**src/rtl/prime_sieve_pkg.sv**
```systemverilog
package prime_sieve_pkg;

    // outcome of one cell for the token it holds
    typedef enum logic [1:0] {
        PASS_CLEAN  = 2'd0,
        PASS_MARKED = 2'd1,
        MARK_NOW    = 2'd2
    } cell_action_e;

    // trial-division primality, used only at elaboration
    function automatic bit is_prime_const(input int n);
        bit ok;
        ok = (n >= 2);
        for (int d = 2; d * d <= n; d++) begin
            if (n % d == 0) ok = 1'b0;
        end
        return ok;
    endfunction

    // prime number with zero-based rank idx (0 -> 2, 1 -> 3, ...)
    function automatic int prime_at(input int idx);
        int seen;
        int cand;
        seen = -1;
        cand = 1;
        while (seen < idx) begin
            cand = cand + 1;
            if (is_prime_const(cand)) seen = seen + 1;
        end
        return cand;
    endfunction

endpackage

```
**src/rtl/sieve_cell.sv**
```systemverilog
module sieve_cell
    import prime_sieve_pkg::*;
#(
    parameter int SW    = 9,
    parameter int PRIME = 2
) (
    input  logic                 clk,
    input  logic                 rst,
    input  logic                 i_vld,
    input  logic                 i_eos,
    input  logic signed [SW-1:0] i_val,
    output logic                 o_vld,
    output logic                 o_eos,
    output logic signed [SW-1:0] o_val
);

    localparam logic signed [SW-1:0] DIVISOR = SW'(PRIME);

    cell_action_e        action;
    logic signed [SW-1:0] nxt_val;
    logic signed [SW-1:0] rem;

    always_comb begin
        rem = i_val % DIVISOR;
        if (i_val[SW-1]) begin
            action = PASS_MARKED;
        end else if (i_val != DIVISOR && rem == '0) begin
            action = MARK_NOW;
        end else begin
            action = PASS_CLEAN;
        end
        nxt_val = (action == MARK_NOW) ? -i_val : i_val;
    end

    always_ff @(posedge clk) begin
        if (rst) begin
            o_vld <= 1'b0;
            o_eos <= 1'b0;
            o_val <= '0;
        end else begin
            o_vld <= i_vld;
            o_eos <= i_vld & i_eos;
            o_val <= i_vld ? nxt_val : '0;
        end
    end

    // divisible positive non-prime-equal value comes out negated
    a_r2_mark_composite: assert property (@(posedge clk) disable iff (rst)
        (i_vld && !i_val[SW-1] && i_val != DIVISOR && i_val % DIVISOR == '0)
        |=> (o_vld && o_val == -$past(i_val)));

    // non-divisible positive value leaves unchanged
    a_r3_keep_clean: assert property (@(posedge clk) disable iff (rst)
        (i_vld && !i_val[SW-1] && i_val % DIVISOR != '0)
        |=> (o_vld && o_val == $past(i_val)));

    // already marked value is forwarded untouched
    a_r4_marked_passthru: assert property (@(posedge clk) disable iff (rst)
        (i_vld && i_val[SW-1]) |=> (o_vld && o_val == $past(i_val)));

    // valid travels with one cycle of delay
    a_r6_valid_moves: assert property (@(posedge clk) disable iff (rst)
        i_vld |=> o_vld);
    a_r6_bubble_moves: assert property (@(posedge clk) disable iff (rst)
        !i_vld |=> (!o_vld && !o_eos));

endmodule

```
**src/rtl/sieve_sink.sv**
```systemverilog
module sieve_sink #(
    parameter int SW = 9,
    parameter int OW = 8
) (
    input  logic                 clk,
    input  logic                 rst,
    input  logic                 i_vld,
    input  logic                 i_eos,
    input  logic signed [SW-1:0] i_val,
    output logic                 out_valid,
    output logic [OW-1:0]        out_data,
    output logic                 out_eos
);

    logic keep;

    always_comb begin
        keep = i_vld && !i_val[SW-1] && (i_val != '0);
    end

    always_ff @(posedge clk) begin
        if (rst) begin
            out_valid <= 1'b0;
            out_data  <= '0;
            out_eos   <= 1'b0;
        end else begin
            out_valid <= keep;
            out_data  <= keep ? i_val[OW-1:0] : '0;
            out_eos   <= i_vld & i_eos;
        end
    end

    // marked values never leave
    a_r5_drop_marked: assert property (@(posedge clk) disable iff (rst)
        (i_vld && i_val[SW-1]) |=> !out_valid);

    // positive values leave with their magnitude
    a_r5_emit_positive: assert property (@(posedge clk) disable iff (rst)
        (i_vld && !i_val[SW-1] && i_val != '0)
        |=> (out_valid && out_data == $past(i_val[OW-1:0])));

    // end marker emerges regardless of the value's fate
    a_r7_eos_follows: assert property (@(posedge clk) disable iff (rst)
        (i_vld && i_eos) |=> out_eos);

endmodule

```
**src/rtl/prime_sieve_top.sv**
```systemverilog
module prime_sieve_top
    import prime_sieve_pkg::*;
#(
    parameter int DATA_W     = 8,
    parameter int NUM_PRIMES = 6
) (
    input  logic              clk,
    input  logic              rst,
    input  logic              in_valid,
    input  logic [DATA_W-1:0] in_data,
    input  logic              in_last,
    output logic              out_valid,
    output logic [DATA_W-1:0] out_data,
    output logic              out_eos
);

    localparam int SW = DATA_W + 1;

    logic                 vld_c [NUM_PRIMES+1];
    logic                 eos_c [NUM_PRIMES+1];
    logic signed [SW-1:0] val_c [NUM_PRIMES+1];

    assign vld_c[0] = in_valid;
    assign eos_c[0] = in_last;
    assign val_c[0] = $signed({1'b0, in_data});

    for (genvar g = 0; g < NUM_PRIMES; g++) begin : g_cell
        sieve_cell #(
            .SW   (SW),
            .PRIME(prime_at(g))
        ) i_cell (
            .clk  (clk),
            .rst  (rst),
            .i_vld(vld_c[g]),
            .i_eos(eos_c[g]),
            .i_val(val_c[g]),
            .o_vld(vld_c[g+1]),
            .o_eos(eos_c[g+1]),
            .o_val(val_c[g+1])
        );
    end

    sieve_sink #(
        .SW(SW),
        .OW(DATA_W)
    ) i_sink (
        .clk      (clk),
        .rst      (rst),
        .i_vld    (vld_c[NUM_PRIMES]),
        .i_eos    (eos_c[NUM_PRIMES]),
        .i_val    (val_c[NUM_PRIMES]),
        .out_valid(out_valid),
        .out_data (out_data),
        .out_eos  (out_eos)
    );

    // outputs idle on the edge after a reset cycle
    a_r1_reset_idle: assert property (@(posedge clk)
        $past(rst) |-> (!out_valid && !out_eos));

endmodule

```
**config.mk**
```make
export PLATFORM = sky130hd
export DESIGN_NAME = prime_sieve_top
export DESIGN_NICKNAME = d
export VERILOG_FILES = /design/src/rtl/prime_sieve_pkg.sv /design/src/rtl/sieve_cell.sv /design/src/rtl/sieve_sink.sv /design/src/rtl/prime_sieve_top.sv
export SDC_FILE = /design/constraint.sdc
export NUM_CORES = 1
export LEC_CHECK = 0
export ABC_CLOCK_PERIOD_IN_PS = 21200
export BUFFER_PORTS_ARGS = -buffer_cell sky130_fd_sc_hd__buf_4
export CORE_MARGIN = 2
export CORE_UTILIZATION = 38
export CTS_BUF_LIST = sky130_fd_sc_hd__clkbuf_2 sky130_fd_sc_hd__clkbuf_4 sky130_fd_sc_hd__clkbuf_8
export DETAILED_ROUTE_END_ITERATION = 7
export PLACE_DENSITY_LB_ADDON = 0.08
export SETUP_SLACK_MARGIN = 0.15
export SLEW_MARGIN = 10
export SYNTH_ARGS = -nofsm -noshare
export SYNTH_HDL_FRONTEND = slang
export SYNTH_SLANG_ARGS = --single-unit
```
**constraint.sdc**
```tcl
create_clock -name clk -period 21.2 [get_ports clk]
set_clock_uncertainty 0.1 [all_clocks]
set_input_delay 2.12 -clock clk [delete_from_list [all_inputs] [get_ports clk]]
set_output_delay 2.12 -clock clk [all_outputs]
set_load 0.05 [all_outputs]
```
### Word level (Yosys, flattened, before mapping)

Cells that the tools add are included.

| operators by class | value |
|---|---|
| bitwise logic cells | 15 |
| shift operators | 0 |
| $add $sub $neg | 6 |
| multipliers | 0 |
| order comparisons | 0 |
| equal/unequal tests | 12 |
| div/mod/pow operators | 5 |
| reductions and logical operators | 24 |
| muxes and demuxes | 17 |

Operator list:

| cell | count |
|---|---|
| $logic_not A9 Y1 | 6 |
| $mux W9 | 5 |
| $neg A9 Y9 | 5 |
| $mux W2 | 11 |
| $mod A9 B4 Y9 const B | 2 |
| $mod A9 B5 Y9 const B | 2 |
| $ne A9 B4 Y1 const B | 2 |
| $ne A9 B5 Y1 const B | 2 |
| $reduce_or A2 Y1 | 7 |
| $eq A2 B2 Y1 const B | 6 |
| $mod A9 B3 Y9 const B | 1 |
| $ne A9 B3 Y1 const B | 1 |
| $neg A8 Y9 | 1 |
| $reduce_bool A9 Y1 | 1 |
| $logic_and A1 B1 Y1 | 8 |
| $mux W8 | 1 |
| $ne A8 B3 Y1 const B | 1 |
| $not A1 Y1 | 8 |
| $and A1 B1 Y1 | 7 |
| $reduce_or A3 Y1 | 1 |
| $logic_not A1 Y1 | 1 |

| storage, ports and cells | value |
|---|---|
| register bits after elaboration | 76 |
| latch bits | 0 |
| memories kept | 0 |
| memory bits (writable) | 0 |
| memory bits (read-only) | 0 |

### Longest topological paths before layout

Gate-level depths: netlist (run 1).

| logic depth | value |
|---|---|
| depth after elaboration | 7 |
| gate-level depth with buffers | 39 |
| mapped depth without buffers | 34 |

### Modules after synthesis

From an unflattened synthesis (run 1), not the netlist that was laid out.

| unflattened totals | value |
|---|---|
| cell total of the unflattened synthesis | 1638 |
| area, all modules | 12368.1 um^2 |

By module, submodules not included:

| module | instances | cells an instance | seq. area each (um^2) | area each (um^2) |
|---|---|---|---|---|
| sieve_cell (g_cell[4].i_cell) | 1 | 388 | 220.2 | 2937.8 |
| sieve_cell (g_cell[1].i_cell) | 1 | 374 | 220.2 | 2715.1 |
| sieve_cell (g_cell[5].i_cell) | 1 | 304 | 220.2 | 2160.8 |
| sieve_cell (g_cell[3].i_cell) | 1 | 287 | 220.2 | 2094.5 |
| sieve_cell (g_cell[2].i_cell) | 1 | 205 | 220.2 | 1609.0 |
| sieve_cell (g_cell[0].i_cell) | 1 | 56 | 220.2 | 539.3 |
| sieve_sink | 1 | 23 | 200.2 | 307.8 |
| prime_sieve_top | 1 | 1 | 0.0 | 3.8 |

### Worst setup path after synthesis (run 1)

No wires, ideal clock.

| timing path | value |
|---|---|
| path type | reg-to-reg |
| start | register g_cell[0].i_cell.o_val[3] |
| end | register g_cell[1].i_cell.o_val[5] |
| data required time | 21.030 ns |
| stages on the path, launching flop included | 38 |
| path buffers | 4 |
| library setup time | 0.070 ns |
| setup slack | 13.517 ns |
| data arrival time | 7.513 ns |
| path through | dfxtp_1 > or3_1 > buf_6 > o41a_1 > xnor2_2 > inv_2 > ha_1 > nor2b_1 > nand3_1 > nor4_1 > or2_2 > clkbuf_1 > nor4b_1 > o21ai_0 > o41a_2 > nand2_1 > ha_1 > and2_1 > (+2 left out) > or3_2 > and3_1 > buf_6 > and4_4 > or2_2 > ha_1 > inv_1 > a2111oi_0 > and3b_2 > mux2i_1 > ha_1 > nor2_1 > xnor2_1 > and3_1 > o221ai_2 > buf_6 > or3_1 > a21oi_1 |

| on the way | value |
|---|---|
| word-level cells in the longest chain between the ends | 7 |
| elaborated cells on any way between the ends | 9 |
| classes of those cells | 1 x add/sub; 1 x div; 2 x eq/ne; 3 x mux; 2 x reduce/logical |

Ends and longest elaborated chain:

| item | RTL line | text |
|---|---|---|
| from (decl) | sieve_cell.sv:14 | `output logic signed [SW-1:0] o_val` |
| from (signal assigned) | sieve_cell.sv:43 | `o_val <= i_vld ? nxt_val : '0;` |
| $mod A9 B3 Y9 | sieve_cell.sv:24 | `rem = i_val % DIVISOR;` |
| $logic_not A9 Y1 | sieve_cell.sv:27 | `end else if (i_val != DIVISOR && rem == '0) begin` |
| $logic_and A1 B1 Y1 | sieve_cell.sv:27 |  |
| $mux W2 | sieve_cell.sv:27 |  |
| $mux W2 | sieve_cell.sv:25 | `if (i_val[SW-1]) begin` |
| $eq A2 B2 Y1 | sieve_cell.sv:32 | `nxt_val = (action == MARK_NOW) ? -i_val : i_val;` |
| $mux W9 (*) | sieve_cell.sv:32 |  |
| to (signal assigned) | sieve_cell.sv:43 |  |
| to (decl) | sieve_cell.sv:14 |  |

Mark *: on every way between the ends. The rest lies on a longest branch, timed or not.
A chain may end at the register's enable or synchronous reset.

### Worst setup path in the final report (run 1)

| timing path | value |
|---|---|
| start | register g_cell[3].i_cell.o_val[0] |
| end | register g_cell[4].i_cell.o_val[2] |

| on the way | value |
|---|---|
| word-level cells in the longest chain between the ends | 7 |
| elaborated cells on any way between the ends | 9 |
| classes of those cells | 1 x add/sub; 1 x div; 2 x eq/ne; 3 x mux; 2 x reduce/logical |

Ends and longest elaborated chain:

| item | RTL line |
|---|---|
| from (decl) | sieve_cell.sv:14 |
| from (signal assigned) | sieve_cell.sv:43 |
| $mod A9 B5 Y9 | sieve_cell.sv:24 |
| $logic_not A9 Y1 | sieve_cell.sv:27 |
| $logic_and A1 B1 Y1 | sieve_cell.sv:27 |
| $mux W2 | sieve_cell.sv:27 |
| $mux W2 | sieve_cell.sv:25 |
| $eq A2 B2 Y1 | sieve_cell.sv:32 |
| $mux W9 (*) | sieve_cell.sv:32 |
| to (signal assigned) | sieve_cell.sv:43 |
| to (decl) | sieve_cell.sv:14 |

Marked as above.

==> results of run 1 <==
==> layer usage <==
layer,vias up,GRT usage,wire (um)
met5,-,0,0
met4,0,0.0371,283
met3,26,0.0175,880
met2,213,0.329,13300
met1,4955,0.264,13600
li1,5330,-,-
==> placed cells by master, fill, tap and decap left out, types with 12 or more instances in the layout <==
cell type and count:
nor2_1 140, nand2_1 125, a21oi_1 84, dfxtp_1 76, o21ai_0 75, inv_1 57, nor3_1 48, nand3_1 45
ha_1 43, xnor2_1 42, or3_1 33, and2_1 29, nand2b_1 28, xor2_1 25, buf_4 25, nor4_1 24
o211ai_1 23, a31oi_1 22, o31ai_1 21, and3_1 18, o21a_1 17, mux2i_1 16, a211oi_1 15, o21ai_1 14
nand4_1 14, o31a_1 14, nor2b_1 13, o22ai_1 13, o2111ai_1 12
==> worst max-delay path, delay by kind of cell, from the launching register on <==
kind            cells  cell delay (ps)
compound gates     14             3450
fa+ha+maj           4             1170
buf+inv             5              730
flops               1              430
simple gates        9             2710
==> power by group through the flow <==
stage               logic [uW]  registers (uW)  clock network [uW]
global placement           126             151                   0
finish                     126             147                97.0
global route               141             148                 107
CTS                        126             147                 100
detailed placement         125             151                   0
floorplan                  105             149                   0
==> sequential cells by signal, summed over array words and instances (netlist names) <==
name	cells
g_cell.i_cell.o_val	54
i_sink.out_data	8
i_sink.out_eos	1
i_sink.out_valid	1
g_cell.i_cell.o_vld	6
g_cell.i_cell.o_eos	6
==> per-stage QoR <==
stage               hold WS, ps  area [um2]  setup WS, ps
floorplan                   306       10300         13520
global placement            312       10600         12850
detailed placement          311       10600         12660
CTS                         332       10700         12610
global route                347       10700         11850
finish                      334       10700         12540
==> logic make-up (layout without fill, tap and decap cells) <==
group | Yosys count | after routing
flip-flops | 76 | 76
buffers and inverters | 134 | 102
AND/OR/NAND/NOR | 590 | 590
adder cells (fa/ha/maj) | 44 | 44
XOR/XNOR | 71 | 71
AO/OA/AOI/OAI | 484 | 484
multiplexers | 23 | 23
==> cell type report <==
cell class | instances | area [um2] | area share
Clock inverter | 7 | 52.6 | 0.00489
Sequential cell | 76 | 1520 | 0.142
Multi-Input combinational cell | 1212 | 8210 | 0.764
Inverter | 61 | 229 | 0.0213
Tap cell | 341 | 427 | 0.0397
Timing Repair Buffer | 25 | 188 | 0.0175
Clock buffer | 9 | 124 | 0.0115
==> how the worst min path moves through the flow <==
| stage | slack, ps | end | from |
|---|---|---|---|
| after floorplan | 310 | g_cell[1].i_cell.o_eos$_SDFF_PP0_ | g_cell[0].i_cell.o_eos$_SDFF_PP0_ |
| after global placement | 310 | g_cell[3].i_cell.o_eos$_SDFF_PP0_ | g_cell[2].i_cell.o_eos$_SDFF_PP0_ |
| after detailed placement | 310 | g_cell[1].i_cell.o_eos$_SDFF_PP0_ | g_cell[0].i_cell.o_eos$_SDFF_PP0_ |
| after CTS | 330 | g_cell[1].i_cell.o_eos$_SDFF_PP0_ | g_cell[0].i_cell.o_eos$_SDFF_PP0_ |
| after global routing | 350 | g_cell[5].i_cell.o_eos$_SDFF_PP0_ | g_cell[4].i_cell.o_eos$_SDFF_PP0_ |
| final | 330 | g_cell[1].i_cell.o_eos$_SDFF_PP0_ | g_cell[0].i_cell.o_eos$_SDFF_PP0_ |
==> results.yml, run 1 <==
pwr:
  combPwrFrac: 0.341
  vdd_drop_max_uv: 39.7
  leakage_uw: 0.00386
  seqPwrFrac: 0.397
  pwr-share-clk: 0.261
  p_int_uw: 238
  sw_frac_of_total: 0.359
  total_power_uw: 371
  p_per_area_nw_per_um2: 34.5
  power.switching_uw: 133
timing:
  hold_viol_final: 0
  finalSetupTns_ps: 0
  setup_viol: 0
  rsz0062_at_grt: "false"
  period_share: 0.409
  slew_headroom: 0.312
  slew_violations: 0
  max_freq_mhz: 115
  period_needed_ps: 8660
  worst_pin_slew_ps: 1030
logic_synthesis:
  synth_compound_area_frac: 0.356
  synthXorXnorAreaFrac: 0.0640
  syn_area_per_cell_um2: 7.24
  synthSimpleGateAreaFrac: 0.299
  synthTopCellsByCount: "nor2_1, nand2_1, a21oi_1, dfxtp_1, o21ai_0"
  yosysWarnings: 0
  synth_area_leader_cell: "dfxtp_1"
  ys_types: 127
  synth_area_leaders: "dfxtp_1, ha_1, nor2_1"
  synth-async-reset-ratio: 0
  synth.area.mux_share: 0.0246
  ys_seq_area_frac: 0.148
  synth_top_area_share: 0.148
  synth_area_um2: 10300
  synth_top_family_by_area: "compound AO/OA/AOI/OAI gates"
  ys_ff_latch: 76
  syn-num-nets: 1477
  synth-edff-count: 0
  synthAdderAreaFrac: 0.0533
  yosysMostFrequentCell: "nor2_1"
  synthFlopType: "dfxtp_1"
  synth_cells: 1422
finish:
  n_antenna_cell: 0
  num-nets-final: 1440
  area_growth_pct: 4.45
  final_core_util: 0.401
  num-fill-cells: 2823
  final_cells: 1731
  layout-drive-gt1-share: 0.0950
clock_tree:
  clockBufferDepth: 2
  cts_setup_buffers: 0
  htree_levels: 3
  cts.sinks: 76
  cts_tree: "yes"
  cts_root_buf: "clkbuf_8"
  cts.clk_slew.worst_paths_ps: 90
  ctsHoldBuffers: 0
  cts_buffers: 9
  clk_latency_ps: 340
  cts_resized: 0
setup_path:
  critPathMaxStageDelay_ps: 780
  critPathMaxFanout: 15
  worstSetupEndpoint: "g_cell[4].i_cell.o_val[2]$_SDFF_PP0_"
  reg2reg_from: "g_cell[3].i_cell.o_val[0]$_SDFF_PP0_"
  cp-start-kind: "flop"
  critPathSlowestCell: "nor3_2"
  required_ps: 21370
  cp-end-kind: "flop"
  arrival_ps: 8830
  r2r_slack_ps: 12540
  worstSetupStartpoint: "g_cell[3].i_cell.o_val[0]$_SDFF_PP0_"
  criticalPathCategory: "reg2reg"
  timing.rr.end: "g_cell[4].i_cell.o_val[2]$_SDFF_PP0_"
  r2r_cells: 32
route:
  wirelength_um: 28000
  via_per_inst: 6.08
  ant_nets: 0
  wl_per_cell_um: 16.2
  dr.pass1.iters: 5
  routed-via-count: 10524
  drtIter0Drc: 709
  drc: 0
hold_path:
  whs_path_depth: 1
  hp-class: "reg2reg"
grt:
  grt_pass1_vias: 9662
  antenna_found_initial: 0
  overflow: 0
  grt_max_degree: 27
  grt_usage: 0.192
  grt_pass1_wl_um: 47100
placed_design:
  portBuffers: 21
  hpwl_um: 21400
  gp_congestion: 0.867
  place_inst: 1715
outcome:
  outcome: "finished, final reports clean"
floorplanning:
  io_pins: 22
  die_h_um: 169
  floorplan.rows: 60
  initial_core_util: 0.384
  dieArea_um2: 28400
  core-area_um2: 26800
  fp.dieW_um: 169
job:
  max-cap-violations: 0
Power figures use the tool's default switching activity.
==> inputs of run 2 (changes only) <==
--- a/config.mk
+++ b/config.mk
@@ -5,7 +5,8 @@
 export SDC_FILE = /design/constraint.sdc
 export NUM_CORES = 1
 export LEC_CHECK = 0
-export ABC_CLOCK_PERIOD_IN_PS = 21200
+export ABC_AREA = 1
+export ABC_CLOCK_PERIOD_IN_PS = 7200
 export BUFFER_PORTS_ARGS = -buffer_cell sky130_fd_sc_hd__buf_4
 export CORE_MARGIN = 2
 export CORE_UTILIZATION = 38
==> constraint.sdc (replaced) <==
create_clock -name clk -period 7.2 [get_ports clk]
set_clock_uncertainty 0.1 [all_clocks]
set_input_delay 0.72 -clock clk [delete_from_list [all_inputs] [get_ports clk]]
set_output_delay 0.72 -clock clk [all_outputs]
set_load 0.05 [all_outputs]
==> results.yml, run 2 <==
route:
  routed-via-count: 9721
  wl_per_cell_um: 11.2
  wirelength_um: 22700
  via_per_inst: 4.80
  ant_nets: 0
  drtIter0Drc: 502
  drc: 0
  dr.pass1.iters: 7
timing:
  slew_violations: 0
  setup_viol: 0
  period_needed_ps: 6440
  worst_pin_slew_ps: 929
  rsz0062_at_grt: "true"
  slew_headroom: 0.373
  period_share: 0.894
  hold_ws_ps: 319
  finalSetupTns_ps: 0
  hold_viol_final: 0
  max_freq_mhz: 155
  setup_ws_ps: 760
finish:
  layout-drive-gt1-share: 0.211
  regMostFlops: "g_cell.i_cell.o_val"
  final_cell_mix: "nand2_1, inv_1, nand3_1"
  num-nets-final: 1747
  reg_top3: "g_cell.i_cell.o_val x54, i_sink.out_data x8"
  area_growth_pct: 8.51
  final_common_cell: "nand2_1"
  largest_reg_flops: 54
  n_antenna_cell: 0
clock_tree:
  cts_buffers: 9
  cts.clk_slew.worst_paths_ps: 100
  htree_levels: 3
  clockBufferDepth: 2
  cts_tree: "yes"
  clk_latency_ps: 360
  cts_root_buf: "clkbuf_8"
  cts.sinks: 76
logic_synthesis:
  synth_area_leaders: "nand2_1, dfxtp_1, inv_1"
  synthFlopType: "dfxtp_1"
  yosysWarnings: 0
  yosysMostFrequentCell: "nand2_1"
  synth_area_um2: 9860
  synthTopCellsByCount: "nand2_1, inv_1, nand3_1, nor2_1, nand2_2"
  ys_seq_area_frac: 0.154
  synth_top_area_share: 0.187
  ys_types: 55
  synth_area_leader_cell: "nand2_1"
  synth_cells: 1663
  syn_area_per_cell_um2: 5.93
  synth-edff-count: 0
  synth-async-reset-ratio: 0
  syn-num-nets: 1720
  ys_ff_latch: 76
setup_path:
  cp-end-kind: "flop"
  crit_top_cell: "nand2_1"
  critPathSlowestCell: "dfxtp_1"
  required_ps: 7360
  critPathMaxStageDelay_ps: 360
  critPathMaxFanout: 15
  path_buf_inv: 8
  arrival_ps: 6600
  cp-start-kind: "flop"
  cp_top_family: "simple AND/OR/NAND/NOR gates"
  criticalPathCategory: "reg2reg"
floorplanning:
  die_h_um: 165
  initial_core_util: 0.389
  core-area_um2: 25300
  floorplan.rows: 58
  dieArea_um2: 27200
  fp.dieW_um: 165
  io_pins: 22
placed_design:
  gp_congestion: 0.812
  hpwl_um: 18500
  dp_slack_ps: 210
  portBuffers: 21
hold_path:
  hp-class: "reg2reg"
pwr:
  leakage_uw: 0.00584
  p_per_area_nw_per_um2: 183
  vdd_drop_max_uv: 117
job:
  max-cap-violations: 0
grt:
  grt_pass1_wl_um: 39300
  antenna_found_initial: 0
  grt_usage: 0.170
  grt_pass1_vias: 8863
  overflow: 0
  grt_max_degree: 19
outcome:
  outcome: "finished, final reports clean"
run 2: cells by family (layout without fill, tap and decap cells):
| family | after synthesis | after routing | share of synthesized area |
|---|---|---|---|
| AOI/OAI and AO/OA | 154 | 154 | 0.0975 |
| and+or+nand+nor | 1078 | 1080 | 0.542 |
| DFF | 76 | 76 | 0.154 |
| adders and majority gates | 45 | 45 | 0.0571 |
| muxes | 1 | 1 | 0.00140 |
| xor gates and xnor gates | 27 | 27 | 0.0248 |
| buffers and inverters | 282 | 312 | 0.123 |
run 2: metal layers:
metal	vias up	part of all wire	GRT usage	wire [um]
met2	84	0.48	0.305	10800
met1	4281	0.50	0.219	11300
met3	10	0.019	0.0229	439
met4	0	0.0049	0.0249	111
li1	5346	-	-	-
met5	-	0	0	0
run 2: worst paths after layout:
kind / start / to / slack (ps) / cells after the start
hold reg to reg: g_cell[4].i_cell.o_eos$_SDFF_PP0_ / g_cell[5].i_cell.o_eos$_SDFF_PP0_ / 320 / 2
setup reg to reg: g_cell[3].i_cell.o_val[1]$_SDFF_PP0_ / g_cell[4].i_cell.o_val[7]$_SDFF_PP0_ / 760 / 50
hold / removal: g_cell[4].i_cell.o_eos$_SDFF_PP0_ / g_cell[5].i_cell.o_eos$_SDFF_PP0_ / 320 / 2
setup / recovery: g_cell[3].i_cell.o_val[1]$_SDFF_PP0_ / g_cell[4].i_cell.o_val[7]$_SDFF_PP0_ / 760 / 50
run 2: layout make-up:
class,instances,area [um2]
Fill cell,2756,14600
Multi-Input combinational cell,1307,7260
Sequential cell,76,1530
Inverter,263,1020
Tap cell,330,413
Timing Repair Buffer,33,260
Clock buffer,9,124
Clock inverter,7,87.6
run 2: tightest hold or removal path, delay by kind of cell (launching register included):
kind / cells / cell delay [ps]
and+or+nand+nor: 2 / 80
DFF: 1 / 310
run 2: through the flow:
step / instances / area (um2) / utilization / power, uW
after floorplan: 1663 / 9860 / - / 1400
after global placement: 1998 / 10300 / 0.405 / 1550
after detailed placement: 1998 / 10300 / 0.405 / 1550
after CTS: 2014 / 10500 / 0.413 / 1910
after global routing: 2025 / 10700 / 0.422 / 2170
final: 2025 / 10700 / 0.422 / 1960
run 2: timing repair:
action | in CTS | in global routing
resized for setup | 0 | 40
hold buffers | 0 | 0
setup endpoints to repair | 0 | 32
setup buffers | 0 | 9
run 2: where the power goes:
group	internal, uW	switching, uW
combinational	398	774
clock	169	183
sequential	426	8.05
